===== src/rtl/spi_xfer_pkg.sv =====
package spi_xfer_pkg;
  typedef enum logic [2:0] {
    ST_IDLE  = 3'd0,
    ST_LEAD  = 3'd1,
    ST_SHIFT = 3'd2,
    ST_TRAIL = 3'd3,
    ST_GAP   = 3'd4
  } xfer_state_e;
endpackage


===== src/rtl/spi_xfer_timer.sv =====
// Down counter for phase lengths; a load value of zero counts as one cycle.
module spi_xfer_timer #(
  parameter int CNT_W = 8
) (
  input  logic             clk,
  input  logic             rst_n,
  input  logic             load,
  input  logic [CNT_W-1:0] load_val,
  input  logic             count_en,
  output logic             last
);
  localparam logic [CNT_W-1:0] ONE = CNT_W'(1);

  logic [CNT_W-1:0] cnt_q, cnt_d;

  always_comb begin
    cnt_d = cnt_q;
    if (load) begin
      cnt_d = (load_val == '0) ? ONE : load_val;
    end else if (count_en && (cnt_q > ONE)) begin
      cnt_d = cnt_q - ONE;
    end
  end

  always_ff @(posedge clk or negedge rst_n) begin
    if (!rst_n) begin
      cnt_q <= ONE;
    end else begin
      cnt_q <= cnt_d;
    end
  end

  assign last = (cnt_q <= ONE);
endmodule


===== src/rtl/spi_xfer_shift.sv =====
// Transmit and receive shift registers plus the double-buffered receive word.
module spi_xfer_shift #(
  parameter int WORD_W = 16
) (
  input  logic              clk,
  input  logic              rst_n,
  input  logic              load,
  input  logic [WORD_W-1:0] load_word,
  input  logic              wide,
  input  logic              lsb_first,
  input  logic              sample,
  input  logic              advance,
  input  logic              finish,
  input  logic              miso,
  input  logic              rd,
  output logic              mosi,
  output logic [WORD_W-1:0] rx_word,
  output logic              done
);
  localparam int NARROW_W = WORD_W / 2;

  logic [WORD_W-1:0] tx_q, tx_d, rx_q, rx_d, rx_nx, buf_q, buf_d;
  logic              done_q, done_d;

  // Receive shift value including the bit on miso this cycle
  always_comb begin
    rx_nx = '0;
    if (wide) begin
      rx_nx = lsb_first ? {miso, rx_q[WORD_W-1:1]} : {rx_q[WORD_W-2:0], miso};
    end else if (lsb_first) begin
      rx_nx[NARROW_W-1:0] = {miso, rx_q[NARROW_W-1:1]};
    end else begin
      rx_nx[NARROW_W-1:0] = {rx_q[NARROW_W-2:0], miso};
    end
  end

  always_comb begin
    tx_d   = tx_q;
    rx_d   = rx_q;
    buf_d  = buf_q;
    done_d = done_q;
    if (load) begin
      tx_d = load_word;
      rx_d = '0;
    end else begin
      if (advance) tx_d = lsb_first ? (tx_q >> 1) : (tx_q << 1);
      if (sample)  rx_d = rx_nx;
    end
    if (rd)     done_d = 1'b0;
    if (finish) begin
      buf_d  = rx_nx;
      done_d = 1'b1;
    end
  end

  always_ff @(posedge clk or negedge rst_n) begin
    if (!rst_n) begin
      tx_q   <= '0;
      rx_q   <= '0;
      buf_q  <= '0;
      done_q <= 1'b0;
    end else begin
      tx_q   <= tx_d;
      rx_q   <= rx_d;
      buf_q  <= buf_d;
      done_q <= done_d;
    end
  end

  assign mosi    = lsb_first ? tx_q[0] : (wide ? tx_q[WORD_W-1] : tx_q[NARROW_W-1]);
  assign rx_word = buf_q;
  assign done    = done_q;
endmodule


===== src/rtl/spi_xfer_master.sv =====
module spi_xfer_master
  import spi_xfer_pkg::*;
#(
  parameter int WORD_W = 16,
  parameter int CNT_W  = 8
) (
  input  logic              clk,
  input  logic              rst_n,
  input  logic              cfg_cpol,
  input  logic              cfg_lsb_first,
  input  logic              cfg_wide,
  input  logic [CNT_W-1:0]  cfg_half,
  input  logic [CNT_W-1:0]  cfg_lead,
  input  logic [CNT_W-1:0]  cfg_trail,
  input  logic [CNT_W-1:0]  cfg_idle,
  input  logic              tx_wr,
  input  logic [WORD_W-1:0] tx_word,
  input  logic              rx_rd,
  input  logic              miso,
  output logic              sck,
  output logic              mosi,
  output logic              ss_n,
  output logic [WORD_W-1:0] rx_word,
  output logic              rx_done,
  output logic              busy
);
  localparam int EDGE_W = $clog2(2 * WORD_W + 1);
  localparam logic [EDGE_W-1:0] EDGES_WIDE   = EDGE_W'(2 * WORD_W);
  localparam logic [EDGE_W-1:0] EDGES_NARROW = EDGE_W'(WORD_W);

  xfer_state_e       state_q, state_d;
  logic [EDGE_W-1:0] edge_q, edge_d, edge_nx, edge_total;
  logic              sck_q, sck_d, ss_q, ss_d, pend_q, pend_d;
  logic [WORD_W-1:0] hold_q, hold_d;
  logic              ph_load, ph_en, ph_last, hp_en, hp_last;
  logic [CNT_W-1:0]  ph_val, trail_len;
  logic              start, edge_ev, odd_edge, even_mid, last_sample, final_edge;

  assign edge_total  = cfg_wide ? EDGES_WIDE : EDGES_NARROW;
  assign trail_len   = (cfg_trail > cfg_half) ? cfg_trail : cfg_half;
  assign start       = (state_q == ST_IDLE) && pend_q;
  assign edge_ev     = ((state_q == ST_LEAD) && ph_last) || ((state_q == ST_SHIFT) && hp_last);
  assign edge_nx     = edge_q + 1'b1;
  assign odd_edge    = edge_ev && edge_nx[0];
  assign even_mid    = edge_ev && !edge_nx[0] && (edge_nx != edge_total);
  assign last_sample = edge_ev && (edge_nx == (edge_total - 1'b1));
  assign final_edge  = edge_ev && (edge_nx == edge_total);

  // Phase sequencing and phase-timer loads
  always_comb begin
    state_d = state_q;
    ph_load = 1'b0;
    ph_val  = cfg_lead;
    case (state_q)
      ST_IDLE:  if (pend_q) begin
                  state_d = ST_LEAD;
                  ph_load = 1'b1;
                end
      ST_LEAD:  if (ph_last) state_d = ST_SHIFT;
      ST_SHIFT: if (final_edge) begin
                  state_d = ST_TRAIL;
                  ph_load = 1'b1;
                  ph_val  = trail_len;
                end
      ST_TRAIL: if (ph_last) begin
                  state_d = ST_GAP;
                  ph_load = 1'b1;
                  ph_val  = cfg_idle;
                end
      ST_GAP:   if (ph_last) state_d = ST_IDLE;
      default:  state_d = ST_IDLE;
    endcase
  end

  assign ph_en = (state_q == ST_LEAD) || (state_q == ST_TRAIL) || (state_q == ST_GAP);
  assign hp_en = (state_q == ST_SHIFT);

  always_comb begin
    edge_d = start ? '0 : (edge_ev ? edge_nx : edge_q);
    sck_d  = start ? cfg_cpol : (edge_ev ? ~sck_q : sck_q);
    ss_d   = (state_d == ST_IDLE) || (state_d == ST_GAP);
    pend_d = tx_wr ? 1'b1 : (start ? 1'b0 : pend_q);
    hold_d = tx_wr ? tx_word : hold_q;
  end

  always_ff @(posedge clk or negedge rst_n) begin
    if (!rst_n) begin
      state_q <= ST_IDLE;
      edge_q  <= '0;
      sck_q   <= 1'b0;
      ss_q    <= 1'b1;
      pend_q  <= 1'b0;
      hold_q  <= '0;
    end else begin
      state_q <= state_d;
      edge_q  <= edge_d;
      sck_q   <= sck_d;
      ss_q    <= ss_d;
      pend_q  <= pend_d;
      hold_q  <= hold_d;
    end
  end

  spi_xfer_timer #(.CNT_W(CNT_W)) i_phase_timer (
    .clk      (clk),
    .rst_n    (rst_n),
    .load     (ph_load),
    .load_val (ph_val),
    .count_en (ph_en),
    .last     (ph_last)
  );

  spi_xfer_timer #(.CNT_W(CNT_W)) i_half_timer (
    .clk      (clk),
    .rst_n    (rst_n),
    .load     (edge_ev),
    .load_val (cfg_half),
    .count_en (hp_en),
    .last     (hp_last)
  );

  spi_xfer_shift #(.WORD_W(WORD_W)) i_shift (
    .clk       (clk),
    .rst_n     (rst_n),
    .load      (start),
    .load_word (hold_q),
    .wide      (cfg_wide),
    .lsb_first (cfg_lsb_first),
    .sample    (odd_edge),
    .advance   (even_mid),
    .finish    (last_sample),
    .miso      (miso),
    .rd        (rx_rd),
    .mosi      (mosi),
    .rx_word   (rx_word),
    .done      (rx_done)
  );

  assign sck  = (state_q == ST_IDLE) ? cfg_cpol : sck_q;
  assign ss_n = ss_q;
  assign busy = (state_q != ST_IDLE) || pend_q;
endmodule


===== config.mk =====
export PLATFORM = sky130hd
export DESIGN_NAME = spi_xfer_master
export DESIGN_NICKNAME = d
export VERILOG_FILES = /design/src/rtl/spi_xfer_pkg.sv /design/src/rtl/spi_xfer_timer.sv /design/src/rtl/spi_xfer_shift.sv /design/src/rtl/spi_xfer_master.sv
export SDC_FILE = /design/constraint.sdc
export NUM_CORES = 1
export LEC_CHECK = 0
export BUFFER_PORTS_ARGS = -buffer_cell sky130_fd_sc_hd__buf_4
export CORE_MARGIN = 4
export CORE_UTILIZATION = 56
export DETAILED_ROUTE_END_ITERATION = 16
export PLACE_DENSITY = 0.79
export SLEW_MARGIN = 25
export SYNTH_ARGS = -nofsm -noshare
export SYNTH_HDL_FRONTEND = slang
export SYNTH_SLANG_ARGS = --single-unit

===== constraint.sdc =====
create_clock -name clk -period 3.7 [get_ports clk]
set_input_delay 0.185 -clock clk [delete_from_list [all_inputs] [get_ports clk]]
set_output_delay 0.185 -clock clk [all_outputs]
set_load 0.02 [all_outputs]

==> qor.txt, run 1 <==
crit path kind = flip-flop to flip-flop
Post-Syn Area = 5220 sq um
CTS clock-pin slew for the worst setup and hold paths = 100 ps
synth cell count leaders = dfrtp_1, o21ai_0, nand2_1, nor2_1, a21oi_1
metal1 wirelength = 5340 um
worst slew pin tran = 824 ps
Initial Utilization = 0.587
Synth top area share = 0.431
outcome = completed
P&R area growth vs syn = 14.9%
All-Layer GR Usage = 0.215
Clock Sinks = 93
CTS H-tree depth = 3
CP endpoint kind = flip-flop
Clock Tree Root = clkbuf_8
final setup vio count = 0
largest net degree at the start of global routing = 79
vias = 4282
Post-DP HPWL = 8410 um
setup TNS = 0 ps
post-synthesis async set-or-reset flop share = 1.00
Ys Warns = 0
Max VDD drop = 0.232 mV
final hold vios = 0
WL per Instance = 15.7 um
Vert. Die Dim = 105 um
vias per cell = 5.83
insertion delay to the later sink of the worst-skew pair = 360 ps
post-synth top area cell = dfrtp_1
CTS tree = yes
adder-cell share of the synthesized area = 0.0360
multi-input logic area = 2660 sq um
drt drc = 0
Longest Clk Path Bufs = 2
Synth Area in Simple Gates = 0.158
max cap viols = 0
I/O Buffers = 76
Synth cell types = 58
Seq/Total Area, Yosys = 0.447
gr ovfl total = 0
largest cells by area after synthesis = dfrtp_1, o21ai_0, mux2i_1
Core ar. = 8890 sq um
Top Ports = 77
Tmin final = 3050 ps
clk_skew = 12.6 ps
Setup crit start kind = flip-flop
Post-Place Cell Area = 5790 sq um
layout cells sized above 1 = 0.214
gpl congestion = 0.874
largest family of logic cells by synthesized area = compound AO/OA/AOI/OAI gates
final-layout fill cell count = 717
Max Slew Vio Count = 0
R2R Setup Slk = 650 ps
total power = 3100 uW
WP data arrival = 3250 ps
P_leak = 0.00272 uW
metal3 WL = 487 um
initial detailed-routing violation count = 207
WL final = 11500 um
fin area = 6000 sq um
post-synthesis cell count = 566
multiplexer share of the synthesized area = 0.115
Mapped Nets = 637
Die Width = 105 um
# diodes = 0
first-pass GRT wire length = 19700 um
Detail Route Antenna Nets = 0
Worst path slowest cell = nand2_1
CP max FO = 33
Num CTS Buffers = 9
synthesis-stage register bit count = 93
Synth Flop Type = dfrtp_1
drt pass-1 iters = 5
PwrDens = 516 nW/um^2
Mapped Avg Cell Area = 9.22 sq um
initial antenna violation count = 0
Top Metal Used = met4
most frequent cell after synthesis = dfrtp_1
PostCTS Resize Cnt = 0
Relative slew margins = 0.449
FF+latch area = 2330 sq um
WP data required = 3900 ps
hold crit path type = input pin to flip-flop
fmax = 0.328 GHz
Final period util = 0.824
CP peak stage delay = 620 ps
EDFF count, synth = 0
XOR/XNOR Fraction of Synth Area = 0.0168
CP Cell Sequence = nor4_2, o211ai_1, nor3_1, or2_2, nand2_1, nand3_1, o21ai_0
met2 wire len = 5600 um
vias in the first global route = 4180
die area = 10900 sq um
placement row count = 34
RSZ-0062 raised after global routing = no
Layout Nets = 692
compound-cell area share of the yosys netlist = 0.182
[worst paths after layout]
path / to / startpoint / cells after the start
worst max-delay path: i_shift.rx_q[0] / i_phase_timer.cnt_q[3] / 7
max in group asynchronous: i_shift.rx_q[0] / rst_n / 3
min in group asynchronous: i_phase_timer.cnt_q[5] / rst_n / 2
worst min-delay path: hold_q[7] / tx_word[7] / 2
worst max register to register: i_shift.rx_q[0] / i_phase_timer.cnt_q[3] / 7
worst min register to register: i_shift.rx_word[15] / i_shift.rx_word[15] / 2
[repair_timing]
item,in CTS,in global routing
buffers inserted,0,0
setup endpoints to repair,0,0
hold buffers,1,1
endpoints found under the hold margin,1,74
[layer usage]
layer | GRT usage | up-vias
met2 | 0.351 | 92
met4 | 0.0484 | 0
met5 | 0 | -
li1 | - | 2124
met3 | 0.0401 | 11
met1 | 0.301 | 2055
[cell usage in the layout, fill, tap and decap left out, types with 10 or more instances in the layout]
cell type	synthesis	final
a22oi_1	10	10
nor3_1	10	10
buf_4	1	80
dfrtp_1	90	90
mux2_2	25	25
inv_1	16	16
nand3_1	24	24
nor2_1	45	45
o21ai_0	83	83
ha_1	15	15
nand2_1	60	60
clkbuf_8	0	10
a21oi_1	37	37
mux2i_1	32	32
[registers in the layout, summed over array words and instances, names as in the netlist, 3 cells and up]
register	cells
hold_q	16
i_shift.rx_q	16
i_shift.rx_word	16
i_shift.tx_q	16
i_half_timer.cnt_q	8
i_phase_timer.cnt_q	8
edge_q	6
state_q	3
[critical path: cells and delay by family (launching register included)]
| family | cells | cell delay [ps] |
|---|---|---|
| AO/OA/AOI/OAI | 2 | 400 |
| flip-flops | 1 | 440 |
| AND/OR/NAND/NOR | 5 | 2040 |
[cell type report]
class,count,share of cell area
flip-flops and latches,93,0.389
clock buffers,11,0.0236
inverters,16,0.0100
multi-input cells,418,0.443
repair buffers,83,0.105
well taps,108,0.0225
clock inverters,5,0.00751
[logic make-up after synthesis]
logic type | after synthesis
AND/OR/NAND/NOR | 174
AO/OA/AOI/OAI | 162
flip-flops | 93
multiplexers | 57
buffers and inverters | 55
adder cells (fa/ha/maj) | 15
XOR/XNOR | 10
[report_power, final]
group | leakage [uW] | switching, uW | internal, uW
clock | 0.0000916 | 375 | 271
combinational | 0.00144 | 514 | 429
sequential | 0.00118 | 243 | 1260
[through the flow]
step / std cells / util / setup slack, ps / hold WS [ps]
after detailed placement: 716 / 0.651 / 720 / 380
after floorplan: 566 / - / 1390 / -111
after global placement: 716 / 0.651 / 891 / 377
after global routing: 734 / 0.675 / 339 / 28.4
after CTS: 733 / 0.673 / 683 / 11.0
final: 734 / 0.675 / 651 / 48.0
No activity file was read; power rests on OpenSTA's default activity.
==> run 2, diff against run 1 <==
clock period = 2.98 ns   (was 3.7 ns; I/O delays follow)
==> qor.txt, run 2 (same netlist as run 1, synthesis figures left out) <==
outcome = completed
CP max FO = 19
Final period util = 0.892
gr ovfl total = 0
worst hold path cell count = 2
CP Cell Sequence = inv_1, ha_1, o211ai_1, nor3_1, or2_2, a21o_1, a31oi_1, mux2i_1, a31o_1
setup TNS = 0 ps
max cap viols = 0
Clock Tree Root = clkbuf_8
Core ar. = 8890 sq um
family with the most delay on the worst path = compound AO/OA/AOI/OAI gates
worst r2r src = i_phase_timer.cnt_q[0]
Post-DP HPWL = 8530 um
crit path kind = flip-flop to flip-flop
P_leak = 0.00275 uW
Post-Place Cell Area = 5830 sq um
CTS H-tree depth = 3
initial antenna violation count = 0
vias in the first global route = 4253
drt drc = 0
first-pass GRT wire length = 20000 um
worst slew pin tran = 597 ps
P&R area growth vs syn = 16.0%
WL final = 11600 um
Relative slew margins = 0.597
Layout Nets = 699
Num CTS Buffers = 9
largest net degree at the start of global routing = 48
Longest Clk Path Bufs = 2
placement row count = 34
Place WS = 341 ps
Max VDD drop = 0.389 mV
Initial Utilization = 0.587
PwrDens = 640 nW/um^2
final setup vio count = 0
clk_skew = 15.3 ps
final-layout fill cell count = 701
vias per cell = 5.82
CTS clock-pin slew for the worst setup and hold paths = 110 ps
hold crit path type = input pin to flip-flop
I/O Buffers = 76
Worst Hold Endpoint = hold_q[1]
min-delay src = tx_word[1]
multi-input logic area = 2660 sq um
WP data arrival = 2940 ps
Vert. Die Dim = 105 um
All-Layer GR Usage = 0.218
drt pass-1 iters = 5
FF+latch area = 2330 sq um
R2R Setup Slk = 320 ps
min setup slack post-route = 323 ps
fmax = 0.376 GHz
CTS tree = yes
WP buf/inv = 1
Clock Sinks = 93
RSZ-0062 raised after global routing = no
Detail Route Antenna Nets = 0
WP data required = 3270 ps
reg-to-reg critical path endpoint = i_phase_timer.cnt_q[0]
commonest non-fill, non-tap cell in the layout = dfrtp_1
Max Slew Vio Count = 0
layout cells sized above 1 = 0.223
Die Width = 105 um
fin area = 6050 sq um
commonest non-fill, non-tap cells in the layout = dfrtp_1, buf_4, o21ai_0
die area = 10900 sq um
final hold vios = 0
Tmin final = 2660 ps
vias = 4310
# diodes = 0
gpl congestion = 0.846
Setup crit start kind = flip-flop
Top Ports = 77
CP endpoint kind = flip-flop
WL per Instance = 15.7 um
initial detailed-routing violation count = 233
r2r worst-path depth = 9
Worst path slowest cell = dfstp_2
CP peak stage delay = 580 ps
insertion delay to the later sink of the worst-skew pair = 360 ps
## run 2: cell count changes in the layout (fill, tap and decap cells not counted), sizes merged
cell and change:
clkbuf -1, inv +2, dlygate4sd3 +1, clkinvlp +1, clkinv -2, buf +6
## run 2: worst max-delay path by stage
stage	from	cells after the start	endpoint	slack (ps)
6_report	i_phase_timer.cnt_q[0]	9	i_phase_timer.cnt_q[0]	320
3_5_place_dp	i_phase_timer.cnt_q[0]	9	i_phase_timer.cnt_q[0]	340
4_1_cts	i_phase_timer.cnt_q[0]	9	i_phase_timer.cnt_q[0]	330
2_1_floorplan	i_phase_timer.cnt_q[0]	8	i_phase_timer.cnt_q[5]	670
5_1_grt	edge_q[0]	11	i_shift.tx_q[4]	120
3_3_place_gp	i_phase_timer.cnt_q[0]	8	edge_q[3]	460
## run 2: what timing repair did
item                       4_1_cts  5_1_grt
resized for setup                0        0
hold endpoints to repair        44        1
setup endpoints to repair        0        0
hold buffers                     2        1
setup buffers                    0        0
## run 2: layout make-up
type	instances	area share
multi-input cells	418	0.439
flip-flops and latches	93	0.385
repair buffers	90	0.113
clock buffers	10	0.0227
well taps	108	0.0223
inverters	16	0.00992
clock inverters	6	0.00868
## run 2: layer usage
metal / track usage / wire, um / vias to the layer above
li1: - / - / 2137
met1: 0.311 / 5370 / 2072
met2: 0.359 / 5750 / 94
met3: 0.0364 / 465 / 7
met4: 0.0370 / 66 / 0
met5: 0 / 0 / -
## run 2: where the power goes
group | total [uW] | switching [uW] | internal, uW | leakage [uW]
Clock | 811 | 471 | 340 | 0.0000914
Combinational | 1190 | 651 | 541 | 0.00148
Sequential | 1870 | 301 | 1570 | 0.00118
## run 2: per-stage QoR
| stage | power, uW | instances | util | hold slack, ps |
|---|---|---|---|---|
| after floorplan | 2720 | 566 | - | -147 |
| after global placement | 3000 | 722 | 0.656 | 186 |
| after detailed placement | 3070 | 722 | 0.656 | 193 |
| after CTS | 3890 | 740 | 0.680 | 3.47 |
| after global routing | 4170 | 741 | 0.681 | 1.62 |
| final | 3870 | 741 | 0.681 | 17.3 |
## run 2: worst register-to-register path: stages (launching register included)
cell and delay (ps):
dfstp_2 580, inv_1 50, ha_1 220, o211ai_1 410, nor3_1 130, or2_2 460
a21o_1 230, a31oi_1 220, mux2i_1 100, a31o_1 200
==> run 3, diff against run 2 <==
ABC_AREA = 1   (was default)
==> qor.txt, run 3 <==
P&R area growth vs syn = 17.5%
WL per Instance = 13.7 um
commonest non-fill, non-tap cell in the layout = nand2_1
first-pass GRT wire length = 21100 um
All-Layer GR Usage = 0.228
CP peak stage delay = 570 ps
max cap viols = 0
synth cell count leaders = nand2_1, o21ai_0, dfrtp_1, inv_1, nor2_1
drt pass-1 iters = 5
post-synth top area cell = dfrtp_1
Post-Syn Area = 5320 sq um
most used cell, CP = inv_1
family with the most delay on the worst path = simple AND/OR/NAND/NOR gates
Worst path slowest cell = dfstp_2
synthesis-stage register bit count = 93
final setup vio count = 0
WL final = 12200 um
outcome = completed
Final period util = 0.868
initial detailed-routing violation count = 231
Vert. Die Dim = 105 um
EDFF count, synth = 0
gpl congestion = 0.903
Clock Sinks = 93
P_leak = 0.00300 uW
Place WS = 424 ps
worst hold path cell count = 3
Synth cell types = 42
min-delay src = tx_word[12]
Top Ports = 77
Core Util, Final = 0.676
min setup slack post-route = 394 ps
CP Cell Sequence = inv_1, ha_1, inv_1, a21oi_1, nand4_1, nand2_2, inv_2, nor2_4, nand2_2, nand2_4, nor2_2, inv_1, o21ai_0, o21ai_1
post-synthesis cell count = 687
Initial Utilization = 0.576
I/O Buffers = 76
Max VDD drop = 0.464 mV
Relative slew margins = 0.570
final-layout fill cell count = 796
Mapped Nets = 758
Worst Hold Endpoint = hold_q[12]
PwrDens = 679 nW/um^2
CTS clock-pin slew for the worst setup and hold paths = 90 ps
WP buf/inv = 4
post-synthesis async set-or-reset flop share = 1.00
clk_skew = 13.1 ps
largest net degree at the start of global routing = 48
total power = 4240 uW
CP endpoint kind = flip-flop
most frequent cell after synthesis = nand2_1
cell total after placement = 870
placement row count = 35
Layout Nets = 829
Detail Route Antenna Nets = 0
crit path kind = flip-flop to flip-flop
CTS tree = yes
WP data required = 3220 ps
RSZ-0062 raised after global routing = no
Post-DP HPWL = 9170 um
Post-CTS Setup Bufs = 0
CP max FO = 18
Longest Clk Path Bufs = 2
Num CTS Buffers = 9
# diodes = 0
vias = 4793
Die Width = 105 um
WP data arrival = 2830 ps
layout cells sized above 1 = 0.180
insertion delay to the later sink of the worst-skew pair = 360 ps
worst r2r src = i_phase_timer.cnt_q[0]
gr ovfl total = 0
Setup crit start kind = flip-flop
drt drc = 0
Max Slew Vio Count = 0
final std cells w/o fill = 892
hold crit path type = input pin to flip-flop
largest cells by area after synthesis = dfrtp_1, nand2_1, o21ai_0
R2R Setup Slk = 390 ps
Clock Tree Root = clkbuf_8
fmax = 0.387 GHz
Ys Warns = 0
vias per cell = 5.37
reg-to-reg critical path endpoint = i_phase_timer.cnt_q[5]
Synth top area share = 0.423
PostCTS Resize Cnt = 0
CTS H-tree depth = 3
Hold Buf Count CTS = 6
Seq/Total Area, Yosys = 0.438
initial antenna violation count = 0
Mapped Avg Cell Area = 7.74 sq um
vias in the first global route = 4533
Synth Flop Type = dfrtp_1
commonest non-fill, non-tap cells in the layout = nand2_1, o21ai_0, dfrtp_1
final hold vios = 0
worst slew pin tran = 642 ps
Core ar. = 9240 sq um
r2r worst-path depth = 14
Tmin final = 2590 ps
die area = 11100 sq um
setup TNS = 0 ps
## run 3: cell count changes after synthesis, moves of 8 or more
cell      delta
o21ai_0     +13
o22ai_1     +17
a22oi_1     -10
inv_1       +65
nor2_2       +8
mux2i_1     -31
o211ai_1    +14
a21oi_1     -12
nand2_1    +100
mux2_2      -17
## run 3: stage by stage
| step | hold WS [ps] | instance area (sq um) |
|---|---|---|
| final | 8.27 | 6250 |
| after global routing | 6.28 | 6250 |
| after CTS | 1.14 | 6250 |
| after detailed placement | 177 | 5980 |
| after global placement | 174 | 5980 |
| after floorplan | -147 | 5320 |
## run 3: final cells by class
cell class	count	area [sq um]	area share
Clock buffer	11	151	0.0242
Clock inverter	5	58.8	0.00941
Inverter	86	323	0.0517
Multi-Input combinational cell	477	2530	0.404
Sequential cell	93	2330	0.373
Tap cell	129	161	0.0258
Timing Repair Buffer	91	698	0.112
## run 3: worst max-delay path by stage
stage                                 from                     end  cells past startpoint  slack (ps)
finish              i_phase_timer.cnt_q[0]  i_phase_timer.cnt_q[5]                     14         390
global route        i_phase_timer.cnt_q[0]  i_phase_timer.cnt_q[0]                     17         150
detailed placement  i_phase_timer.cnt_q[0]  i_phase_timer.cnt_q[0]                     17         420
CTS                 i_phase_timer.cnt_q[0]  i_phase_timer.cnt_q[0]                     17         400
global placement    i_phase_timer.cnt_q[0]  i_phase_timer.cnt_q[5]                     14         520
floorplan           i_phase_timer.cnt_q[0]               edge_q[0]                     10         900
## run 3: kinds of logic (layout without fill, tap and decap cells)
kind of cell,Yosys count,count (layout),synth area share
flip-flops,93,93,0.438
adder cells (fa/ha/maj),15,15,0.0353
multiplexers,9,9,0.0188
AO/OA/AOI/OAI,177,177,0.189
AND/OR/NAND/NOR,265,265,0.214
buffers and inverters,117,193,0.0870
XOR/XNOR,11,11,0.0181
## run 3: worst register-to-register path, delay by kind of cell, from the launching register on
family                   cells  cell delay, ps
adder cells (fa/ha/maj)      1             240
AND/OR/NAND/NOR              6             820
buffers and inverters        4             600
flip-flops                   1             570
AO/OA/AOI/OAI                3             240
## run 3: power breakdown
group,total (uW),switching (uW),internal [uW],leakage (uW)
Combinational,1540,946,592,0.00173
Clock,871,437,434,0.000102
Sequential,1840,226,1610,0.00117
Total,4240,1610,2640,0.00300
## run 3: layer usage
| layer | vias to the layer above | wire (um) | GRT usage | part of all wire |
|---|---|---|---|---|
| met5 | - | 0 | 0 | 0 |
| li1 | 2403 | - | - | - |
| met2 | 123 | 5950 | 0.367 | 0.49 |
| met1 | 2261 | 5500 | 0.324 | 0.45 |
| met3 | 6 | 680 | 0.0478 | 0.056 |
| met4 | 0 | 62 | 0.0356 | 0.0051 |
